**src/rtl/supv_pkg.sv**
```systemverilog
package supv_pkg;

    typedef enum logic [1:0] {
        CAUSE_NONE   = 2'b00,
        CAUSE_POWER  = 2'b01,
        CAUSE_SUPPLY = 2'b10,
        CAUSE_WDOG   = 2'b11
    } cause_e;

    typedef enum logic [1:0] {
        WDSEL_LONG  = 2'b00,
        WDSEL_MID   = 2'b01,
        WDSEL_SHORT = 2'b10,
        WDSEL_OFF   = 2'b11
    } wdsel_e;

endpackage

```
**src/rtl/supv_kick_sync.sv**
```systemverilog
module supv_kick_sync #(
    parameter int STAGES = 2
) (
    input  logic clk,
    input  logic rst_n,
    input  logic kick_raw,
    output logic kick_fall
);
    // sh[STAGES-1] is the synchronized level, sh[STAGES] its previous value
    logic [STAGES:0] sh_d, sh_q;

    always_comb begin
        sh_d = {sh_q[STAGES-1:0], kick_raw};
    end

    always_ff @(posedge clk or negedge rst_n) begin
        if (!rst_n) sh_q <= '1;
        else        sh_q <= sh_d;
    end

    assign kick_fall = sh_q[STAGES] & ~sh_q[STAGES-1];
endmodule

```
**src/rtl/supv_wdog.sv**
```systemverilog
module supv_wdog
    import supv_pkg::*;
#(
    parameter int LONG_TICKS  = 1400,
    parameter int MID_TICKS   = 600,
    parameter int SHORT_TICKS = 200
) (
    input  logic       clk,
    input  logic       rst_n,
    input  logic       tick,
    input  logic       hold,
    input  logic       kick_fall,
    input  logic [1:0] wd_sel,
    output logic       expire
);
    localparam int MAXP = (LONG_TICKS > MID_TICKS)
                        ? ((LONG_TICKS > SHORT_TICKS) ? LONG_TICKS : SHORT_TICKS)
                        : ((MID_TICKS > SHORT_TICKS) ? MID_TICKS : SHORT_TICKS);
    localparam int CW = $clog2(MAXP + 1);

    typedef struct packed {
        logic [CW-1:0] cnt;
        logic [1:0]    sel;
    } wd_state_t;

    wd_state_t st_d, st_q;
    logic [CW-1:0] last_d;

    always_comb begin
        st_d     = st_q;
        st_d.sel = wd_sel;
        expire   = 1'b0;
        case (wdsel_e'(st_q.sel))
            WDSEL_LONG:  last_d = CW'(LONG_TICKS - 1);
            WDSEL_MID:   last_d = CW'(MID_TICKS - 1);
            WDSEL_SHORT: last_d = CW'(SHORT_TICKS - 1);
            default:     last_d = '0;
        endcase
        if (hold || kick_fall || (wd_sel != st_q.sel) || (st_q.sel == WDSEL_OFF)) begin
            st_d.cnt = '0;
        end else if (tick) begin
            if (st_q.cnt == last_d) begin
                expire   = 1'b1;
                st_d.cnt = '0;
            end else begin
                st_d.cnt = st_q.cnt + 1'b1;
            end
        end
    end

    always_ff @(posedge clk or negedge rst_n) begin
        if (!rst_n) st_q <= '{cnt: '0, sel: WDSEL_OFF};
        else        st_q <= st_d;
    end
endmodule

```
**src/rtl/supv_hold.sv**
```systemverilog
module supv_hold
    import supv_pkg::*;
#(
    parameter int HOLD_TICKS = 200
) (
    input  logic       clk,
    input  logic       rst_n,
    input  logic       tick,
    input  logic       supply_low,
    input  logic       wd_expire,
    output logic       asserted,
    output logic [1:0] cause
);
    localparam int HW = $clog2(HOLD_TICKS + 1);

    typedef struct packed {
        logic          active;
        logic [HW-1:0] cnt;
        cause_e        why;
    } hold_state_t;

    hold_state_t st_d, st_q;

    always_comb begin
        st_d = st_q;
        if (supply_low) begin
            st_d.active = 1'b1;
            st_d.cnt    = '0;
            st_d.why    = CAUSE_SUPPLY;
        end else if (wd_expire) begin
            st_d.active = 1'b1;
            st_d.cnt    = '0;
            st_d.why    = CAUSE_WDOG;
        end else if (st_q.active && tick) begin
            if (st_q.cnt == HW'(HOLD_TICKS - 1)) begin
                st_d.active = 1'b0;
                st_d.cnt    = '0;
            end else begin
                st_d.cnt = st_q.cnt + 1'b1;
            end
        end
    end

    always_ff @(posedge clk or negedge rst_n) begin
        if (!rst_n) st_q <= '{active: 1'b1, cnt: '0, why: CAUSE_POWER};
        else        st_q <= st_d;
    end

    assign asserted = st_q.active;
    assign cause    = st_q.why;
endmodule

```
**src/rtl/supv_reset_gen.sv**
```systemverilog
module supv_reset_gen #(
    parameter int HOLD_TICKS     = 200,
    parameter int WD_LONG_TICKS  = 1400,
    parameter int WD_MID_TICKS   = 600,
    parameter int WD_SHORT_TICKS = 200,
    parameter int SYNC_STAGES    = 2
) (
    input  logic       clk,
    input  logic       rst_n,
    input  logic       tick_ms,
    input  logic       supply_low,
    input  logic       kick_cs,
    input  logic [1:0] wd_sel,
    output logic       rst_out_n,
    output logic [1:0] cause
);
    logic kick_fall;
    logic wd_expire;
    logic held;

    supv_kick_sync #(.STAGES(SYNC_STAGES)) u_sync (
        .clk       (clk),
        .rst_n     (rst_n),
        .kick_raw  (kick_cs),
        .kick_fall (kick_fall)
    );

    supv_wdog #(
        .LONG_TICKS  (WD_LONG_TICKS),
        .MID_TICKS   (WD_MID_TICKS),
        .SHORT_TICKS (WD_SHORT_TICKS)
    ) u_wdog (
        .clk       (clk),
        .rst_n     (rst_n),
        .tick      (tick_ms),
        .hold      (held),
        .kick_fall (kick_fall),
        .wd_sel    (wd_sel),
        .expire    (wd_expire)
    );

    supv_hold #(.HOLD_TICKS(HOLD_TICKS)) u_hold (
        .clk        (clk),
        .rst_n      (rst_n),
        .tick       (tick_ms),
        .supply_low (supply_low),
        .wd_expire  (wd_expire),
        .asserted   (held),
        .cause      (cause)
    );

    assign rst_out_n = ~held;
endmodule

```
**config.mk**
```make
export PLATFORM = sky130hd
export DESIGN_NAME = supv_reset_gen
export DESIGN_NICKNAME = d
export VERILOG_FILES = /design/src/rtl/supv_pkg.sv /design/src/rtl/supv_kick_sync.sv /design/src/rtl/supv_wdog.sv /design/src/rtl/supv_hold.sv /design/src/rtl/supv_reset_gen.sv
export SDC_FILE = /design/constraint.sdc
export NUM_CORES = 1
export LEC_CHECK = 0
export ABC_AREA = 0
export CAP_MARGIN = 30
export CELL_PAD_IN_SITES_DETAIL_PLACEMENT = 1
export CELL_PAD_IN_SITES_GLOBAL_PLACEMENT = 1
export CORE_MARGIN = 5
export CORE_UTILIZATION = 54
export CTS_BUF_LIST = sky130_fd_sc_hd__clkbuf_2 sky130_fd_sc_hd__clkbuf_4 sky130_fd_sc_hd__clkbuf_8
export CTS_CLUSTER_SIZE = 20
export DETAILED_ROUTE_END_ITERATION = 8
export DONT_BUFFER_PORTS = 1
export GPL_TIMING_DRIVEN = 0
export PLACE_DENSITY = 0.95
export REMOVE_ABC_BUFFERS = 1
export SYNTH_ARGS = -nofsm -noshare
export SYNTH_HDL_FRONTEND = slang
export SYNTH_HIERARCHICAL = 1
export SYNTH_SLANG_ARGS = --single-unit
```
**constraint.sdc**
```tcl
create_clock -name clk -period 5.41 [get_ports clk]
set_clock_uncertainty 0.15 [all_clocks]
set_input_delay 0.541 -clock clk [delete_from_list [all_inputs] [get_ports clk]]
set_output_delay 0.541 -clock clk [all_outputs]
set_load 0.05 [all_outputs]
```
==> results of run 1 <==
worst max-delay path, delay by kind of cell (launching register included):
family             cells  cell delay (ns)
and+or+nand+nor        3             1.44
AOI/OAI and AO/OA      4             1.15
DFF                    1             0.66
flip-flops by register name, summed over array words and instances (netlist names):
| register | count |
|---|---|
| u_hold/cause | 2 |
| u_hold/st_q | 8 |
| u_wdog/st_q | 13 |
| u_sync/sh_q | 3 |
| u_hold/asserted | 1 |
final timing paths:
| kind | start | to | slack, ns | cells after the start |
|---|---|---|---|---|
| min in group asynchronous | rst_n | u_wdog/st_q[7]$_DFFE_PN0P_ | 0.48 | 2 |
| hold / removal | wd_sel[1] | u_wdog/st_q[1]$_DFF_PN1_ | 0.05 | 0 |
| max in group asynchronous | rst_n | u_sync/sh_q[0]$_DFF_PN1_ | 4.38 | 2 |
| setup reg to reg | u_wdog/st_q[0]$_DFF_PN1_ | u_hold/st_q[9]$_DFFE_PN0P_ | 1.95 | 7 |
| hold reg to reg | u_sync/sh_q[0]$_DFF_PN1_ | u_sync/sh_q[1]$_DFF_PN1_ | 0.22 | 0 |
| setup / recovery | u_wdog/st_q[0]$_DFF_PN1_ | u_hold/st_q[9]$_DFFE_PN0P_ | 1.95 | 7 |
cells by family (layout without fill, tap and decap cells):
family	after synthesis	count (layout)	synth area share (%)
multiplexers	1	1	0.657
adder cells (fa/ha/maj)	2	2	1.64
AND/OR/NAND/NOR	78	78	29.6
AO/OA/AOI/OAI	43	43	17.8
XOR/XNOR	2	2	1.15
flip-flops	27	27	44.9
buffers and inverters	11	10	4.27
final cells by class:
| class | instances | area (um2) | area share [%] |
|---|---|---|---|
| Timing Repair Buffer | 2 | 30.0 | 1.91 |
| Tap cell | 31 | 38.8 | 2.47 |
| Inverter | 4 | 15.0 | 0.955 |
| Multi-Input combinational cell | 126 | 774 | 49.2 |
| Sequential cell | 27 | 684 | 43.5 |
| Clock buffer | 4 | 30.0 | 1.91 |
metrics by stage:
stage	setup WS, ns	instance area [um2]	std cells	total power, mW
6_report	1.95	1570	194	0.323
5_1_grt	1.74	1570	194	0.341
4_1_cts	1.95	1570	194	0.327
3_5_place_dp	1.96	1510	188	0.229
3_3_place_gp	2.16	1510	188	0.228
2_1_floorplan	2.54	1470	157	0.225
layer usage:
layer	part of all wire (%)	vias up
li1	-	610
met5	0	-
met3	2.3	6
met4	1.4	0
met2	55	16
met1	41	669
where the power goes:
group	total (mW)	internal, mW	switching, mW	leakage, nW
Clock	0.0914	0.0339	0.0575	0.0184
Combinational	0.0210	0.00861	0.0124	0.223
Sequential	0.211	0.207	0.00425	0.346
synth_stat cells, drive strengths merged, types with 3 or more instances:
cell type	instances
nor2b	4
nand2	13
and3	4
dfrtp	20
inv	3
o31ai	5
nand3	12
buf	5
a21oi	14
or3	4
nor2	11
o21ai	11
dfstp	7
a21boi	3
nor3	8
o211ai	3
nand2b	3
or4	4
nor4	6
repair_timing:
item	4_1_cts	5_1_grt
gates resized for setup	0	0
endpoints found under the hold margin	27	0
hold buffers	2	0
==> reports/qor.yml, run 1 <==
clock_network:
  clockBufferDepth: 2
  htreeDepth: 1
  cts_root_buffer: "clkbuf_4"
  cts.sinks: 27
  cts_setup_buffers: 0
  clk_latency_ns: 0.32
  clk_pin_slew_ns: 0.15
  cts_tree: "yes"
  cts_buffers: 3
global_routing:
  met1_usage_pct: 23.0
  globalRouteOverflowTotal: 0
  grtUsageMet2_pct: 38.1
  grt_most_used_layer: "met2"
  grt_max_degree: 28
  antenna_found_initial: 0
  grt_use_met3_pct: 2.84
  grt_pass1_vias: 1380
  grt_use_total_pct: 20.1
  grt_pass1_wl_um: 6520
timing:
  rsz0062_at_grt: "no"
  setup_tns_ns: 0
  relSlewSlack_pct: 42.8
  slew_violations: 0
  hold_viol: 0
  worst_pin_slew_ns: 0.850
  setup_violations: 0
  fin_hold_ws_ns: 0.0535
  post-route-period-util_pct: 64.0
  min_period_ns: 3.46
  max_freq_ghz: 0.289
worst_setup_path:
  cp-end-kind: "flip-flop"
  cp_max_fo: 10
  start_kind: "flip-flop"
  crit_path_cell_trace: "nor3b_1 -> a2111oi_0 -> o2111ai_1 -> nor4_1 -> a211oi_2 -> or4_1 -> a21oi_1"
  required_ns: 5.52
  critPathKind: "flip-flop to flip-flop"
  crit_arrival_ns: 3.57
  worst_path_max_delay_cell: "nor4_1"
  max_stage_delay_ns: 0.79
synth:
  post-synth-top-area-cell: "dfrtp_1"
  synth_top_area_share_pct: 32.8
  avgSynthCellArea_um2: 9.29
  syn_area_um2: 1520
  yosysUniqueCellTypes: 47
  synth_cells: 164
  ys_ff_latch: 27
  ys.warnings.count: 6
  synth_edf_count: 0
  yosysSeqAreaShare_pct: 44.9
  synthFlopType: "dfrtp_1"
  ys_top_cells_by_area: "dfrtp_1, dfstp_2, a21oi_1"
  async_reset_ff_share_pct: 100
die:
  start_util_pct: 55.7
  die_h_um: 63.1
  dieArea_um2: 3980
  fp.coreArea_um2: 2730
  fp.dieW_um: 63.1
  rows: 19
  ios: 10
route:
  dr.pass1.iters: 4
  wl_per_cell_um: 19.0
  vias: 1301
  drt-total-wl_um: 3680
  ant_nets: 0
  drc: 0
  dr.first_iter.drc_count: 80
  vias_per_cell: 6.71
placed_design:
  gp_congestion: 0.858
  hpwl_um: 2730
  port-buffer-count: 0
cells_and_area:
  fin_nets: 173
  final_cell_mix: "dfrtp_1, a21oi_1, nand2_1"
  nFillCells: 326
  area_growth_pct: 3.20
  drive_gt1_share_pct: 11.7
  diodes: 0
  post-route-util_pct: 57.5
  final_common_cell: "dfrtp_1"
run_status:
  status: "completed"
power:
  p_leak_nw: 0.588
  power_density_nw_per_um2: 206
  vdd_drop_max_v: 0.000124
hold_path:
  hold_class: "input port to flip-flop"
run:
  cap_violations: 0
(Power assumes the default switching activity.)
==> inputs of run 2 (changes only) <==
--- a/config.mk
+++ b/config.mk
@@ -5,18 +5,18 @@
 export SDC_FILE = /design/constraint.sdc
 export NUM_CORES = 1
 export LEC_CHECK = 0
-export ABC_AREA = 0
+export ABC_AREA = 1
 export CAP_MARGIN = 30
 export CELL_PAD_IN_SITES_DETAIL_PLACEMENT = 1
 export CELL_PAD_IN_SITES_GLOBAL_PLACEMENT = 1
 export CORE_MARGIN = 5
-export CORE_UTILIZATION = 54
+export CORE_UTILIZATION = 44
 export CTS_BUF_LIST = sky130_fd_sc_hd__clkbuf_2 sky130_fd_sc_hd__clkbuf_4 sky130_fd_sc_hd__clkbuf_8
 export CTS_CLUSTER_SIZE = 20
 export DETAILED_ROUTE_END_ITERATION = 8
 export DONT_BUFFER_PORTS = 1
 export GPL_TIMING_DRIVEN = 0
-export PLACE_DENSITY = 0.95
+export PLACE_DENSITY = 0.89
 export REMOVE_ABC_BUFFERS = 1
 export SYNTH_ARGS = -nofsm -noshare
 export SYNTH_HDL_FRONTEND = slang
==> constraint.sdc (replaced) <==
create_clock -name clk -period 3.15 [get_ports clk]
set_clock_uncertainty 0.15 [all_clocks]
set_input_delay 0.315 -clock clk [delete_from_list [all_inputs] [get_ports clk]]
set_output_delay 0.315 -clock clk [all_outputs]
set_load 0.05 [all_outputs]
==> run 2 against run 1 <==
Against the previous run:
- design area is 11% higher
- clock power is 120% higher
- combinational power grew to 4.0 times the previous value
- critical path type unchanged
==> reports/qor.yml, run 2 <==
global_routing:
  grt_max_degree: 28
  grt_use_total_pct: 15.6
  grt_pass1_vias: 1387
  globalRouteOverflowTotal: 0
  grt_pass1_wl_um: 6260
  antenna_found_initial: 0
worst_setup_path:
  required_ns: 3.17
  cp_max_fo: 11
  cp-end-kind: "flip-flop"
  worst_path_max_delay_cell: "dfstp_2"
  critPathKind: "flip-flop to flip-flop"
  start_kind: "flip-flop"
  crit_arrival_ns: 2.49
  cp-startpoint: "u_wdog/st_q[1]$_DFF_PN1_"
  max_stage_delay_ns: 0.63
  r2r_start: "u_wdog/st_q[1]$_DFF_PN1_"
  crit_path_cell_trace: "nand2_1 -> o21ai_1 -> nand2_1 -> nor2_1 -> nand3_2 -> nor2_1 -> nor2_4 -> nand2_2 -> nand2_1 -> xor2_1 -> nor2_1"
synth:
  synth_most_common_cell: "nand2_1"
  post-synth-top-area-cell: "dfrtp_1"
  avgSynthCellArea_um2: 7.77
  synth_compound_gate_area_share_pct: 4.42
  yosysSeqAreaShare_pct: 42.4
  synth_cells: 208
  synth_common_cells: "nand2_1, nor2_1, inv_1, dfrtp_1, nand3_1"
  synthFlopType: "dfrtp_1"
  yosysUniqueCellTypes: 28
  synth_xor_area_share_pct: 5.89
  ys.warnings.count: 6
  ys_top_cells_by_area: "dfrtp_1, dfstp_2, nand2_1"
  synth_top_family_by_area: "simple AND/OR/NAND/NOR gates"
  synth_edf_count: 0
  synth_top_area_share_pct: 31.0
  synthSimpleGateAreaFrac_pct: 35.6
  async_reset_ff_share_pct: 100
  synthMuxAreaShare_pct: 0
  syn_area_um2: 1620
  ys_ff_latch: 27
  synth_adder_area_share_pct: 1.55
route:
  dr.pass1.iters: 4
  wl_per_cell_um: 13.4
  vias: 1274
  drc: 0
  ant_nets: 0
  dr.first_iter.drc_count: 65
  vias_per_cell: 4.88
  drt-total-wl_um: 3500
clock_network:
  cts_root_buffer: "clkbuf_8"
  htreeDepth: 1
  clk_latency_ns: 0.28
  clockBufferDepth: 2
  cts_tree: "yes"
  cts.sinks: 27
  clk_pin_slew_ns: 0.10
  cts_buffers: 3
timing:
  fin_hold_ws_ns: 0.150
  hold_viol: 0
  layout_setup_ws_ns: 0.682
  relSlewSlack_pct: 68.5
  rsz0062_at_grt: "no"
  min_period_ns: 2.47
  max_freq_ghz: 0.405
  slew_violations: 0
  setup_tns_ns: 0
  worst_pin_slew_ns: 0.473
  post-route-period-util_pct: 78.3
  setup_violations: 0
cells_and_area:
  reg_top3: "u_wdog/st_q x13, u_hold/st_q x8, u_sync/sh_q x3"
  final_common_cell: "nand2_1"
  final_cell_mix: "nand2_1, nor2_1, inv_1"
  top_register: "u_wdog/st_q"
  drive_gt1_share_pct: 19.7
  fin_nets: 223
  diodes: 0
  largest_reg_flops: 13
  area_growth_pct: 7.90
placed_design:
  port-buffer-count: 0
  hpwl_um: 2640
  dp_slack_ns: 0.690
  gp_congestion: 0.780
die:
  dieArea_um2: 4980
  rows: 22
  start_util_pct: 44.8
  ios: 10
  fp.dieW_um: 70.6
  fp.coreArea_um2: 3610
  die_h_um: 70.6
run_status:
  status: "completed"
hold_path:
  hold_class: "input port to flip-flop"
  min_from: "tick_ms"
run:
  cap_violations: 0
power:
  pwr-share-comb_pct: 12.6
  power_density_nw_per_um2: 383
  power_switching_mw: 0.186
  pwr-share-seq_pct: 56.7
  p_int_mw: 0.482
  power.share.switching_pct: 27.8
  power_frac_clock_pct: 30.8
  p_leak_nw: 0.761
  total_power_mw: 0.668
  vdd_drop_max_v: 0.000308
==> run 2: changes by cell type in the layout (fill, tap and decap cells not counted), moves of 7 or more <==
| cell | previous run | this run |
|---|---|---|
| nand2_2 | 0 | 7 |
| nor2_1 | 11 | 30 |
| o21ai_0 | 10 | 3 |
| inv_1 | 3 | 26 |
| a21oi_1 | 14 | 3 |
| nor2_2 | 0 | 8 |
| nand2_1 | 13 | 47 |
==> run 2: worst max-delay path, delay by kind of cell, from the launching register on <==
kind	cells	cell delay (ns)
flip-flops	1	0.63
XOR/XNOR	1	0.16
AO/OA/AOI/OAI	1	0.16
AND/OR/NAND/NOR	9	1.26
==> run 2: logic make-up (layout without fill, tap and decap cells) <==
group,Yosys count,after routing
fa+ha+maj,2,2
xor+xnor,10,10
flops,27,27
buf+inv,36,41
simple gates,120,120
compound gates,13,13
==> run 2: metrics by stage <==
stage,area [um2],instances,utilization [%]
floorplan,1570,203,-
global placement,1630,251,45.1
global route,1740,261,48.3
CTS,1740,261,48.3
detailed placement,1630,251,45.1
finish,1740,261,48.3
==> run 2: power by group through the flow <==
stage / Clock [mW] / Sequential, mW / Combinational, mW
final: 0.205 / 0.378 / 0.0840
after global routing: 0.231 / 0.381 / 0.0987
after CTS: 0.212 / 0.378 / 0.0847
after detailed placement: 0 / 0.385 / 0.0685
after global placement: 0 / 0.383 / 0.0646
after floorplan: 0 / 0.381 / 0.0559
==> run 2: what timing repair did <==
action	CTS	global route
hold buffers	6	0
setup buffers	0	0
resized for setup	0	0
hold endpoints to repair	33	0
==> run 2: metal layers <==
layer | wire length (um) | GRT usage [%]
met4 | 13 | 2.51
met5 | 0 | 0
met1 | 1440 | 17.7
met2 | 1980 | 29.9
met3 | 71 | 3.55
==> run 2: area by class of cell <==
| type | instances | area (um2) |
|---|---|---|
| Clock buffer | 3 | 41.3 |
| Clock inverter | 1 | 5.00 |
| Fill cell | 461 | 1860 |
| Inverter | 31 | 116 |
| Multi-Input combinational cell | 145 | 766 |
| Sequential cell | 27 | 684 |
| Tap cell | 48 | 60.1 |
| Timing Repair Buffer | 6 | 70.1 |
==> run 2: final timing paths <==
kind,slack [ns],cells after the start,endpoint
max reg2reg,0.68,11,u_hold/st_q[5]$_DFFE_PN0P_
min reg2reg,0.21,0,u_sync/sh_q[1]$_DFF_PN1_
min,0.15,3,u_wdog/st_q[9]$_DFFE_PN0P_
min in group asynchronous,0.33,2,u_wdog/st_q[4]$_DFFE_PN0P_
max in group asynchronous,2.29,2,u_sync/sh_q[0]$_DFF_PN1_
max,0.68,11,u_hold/st_q[5]$_DFFE_PN0P_
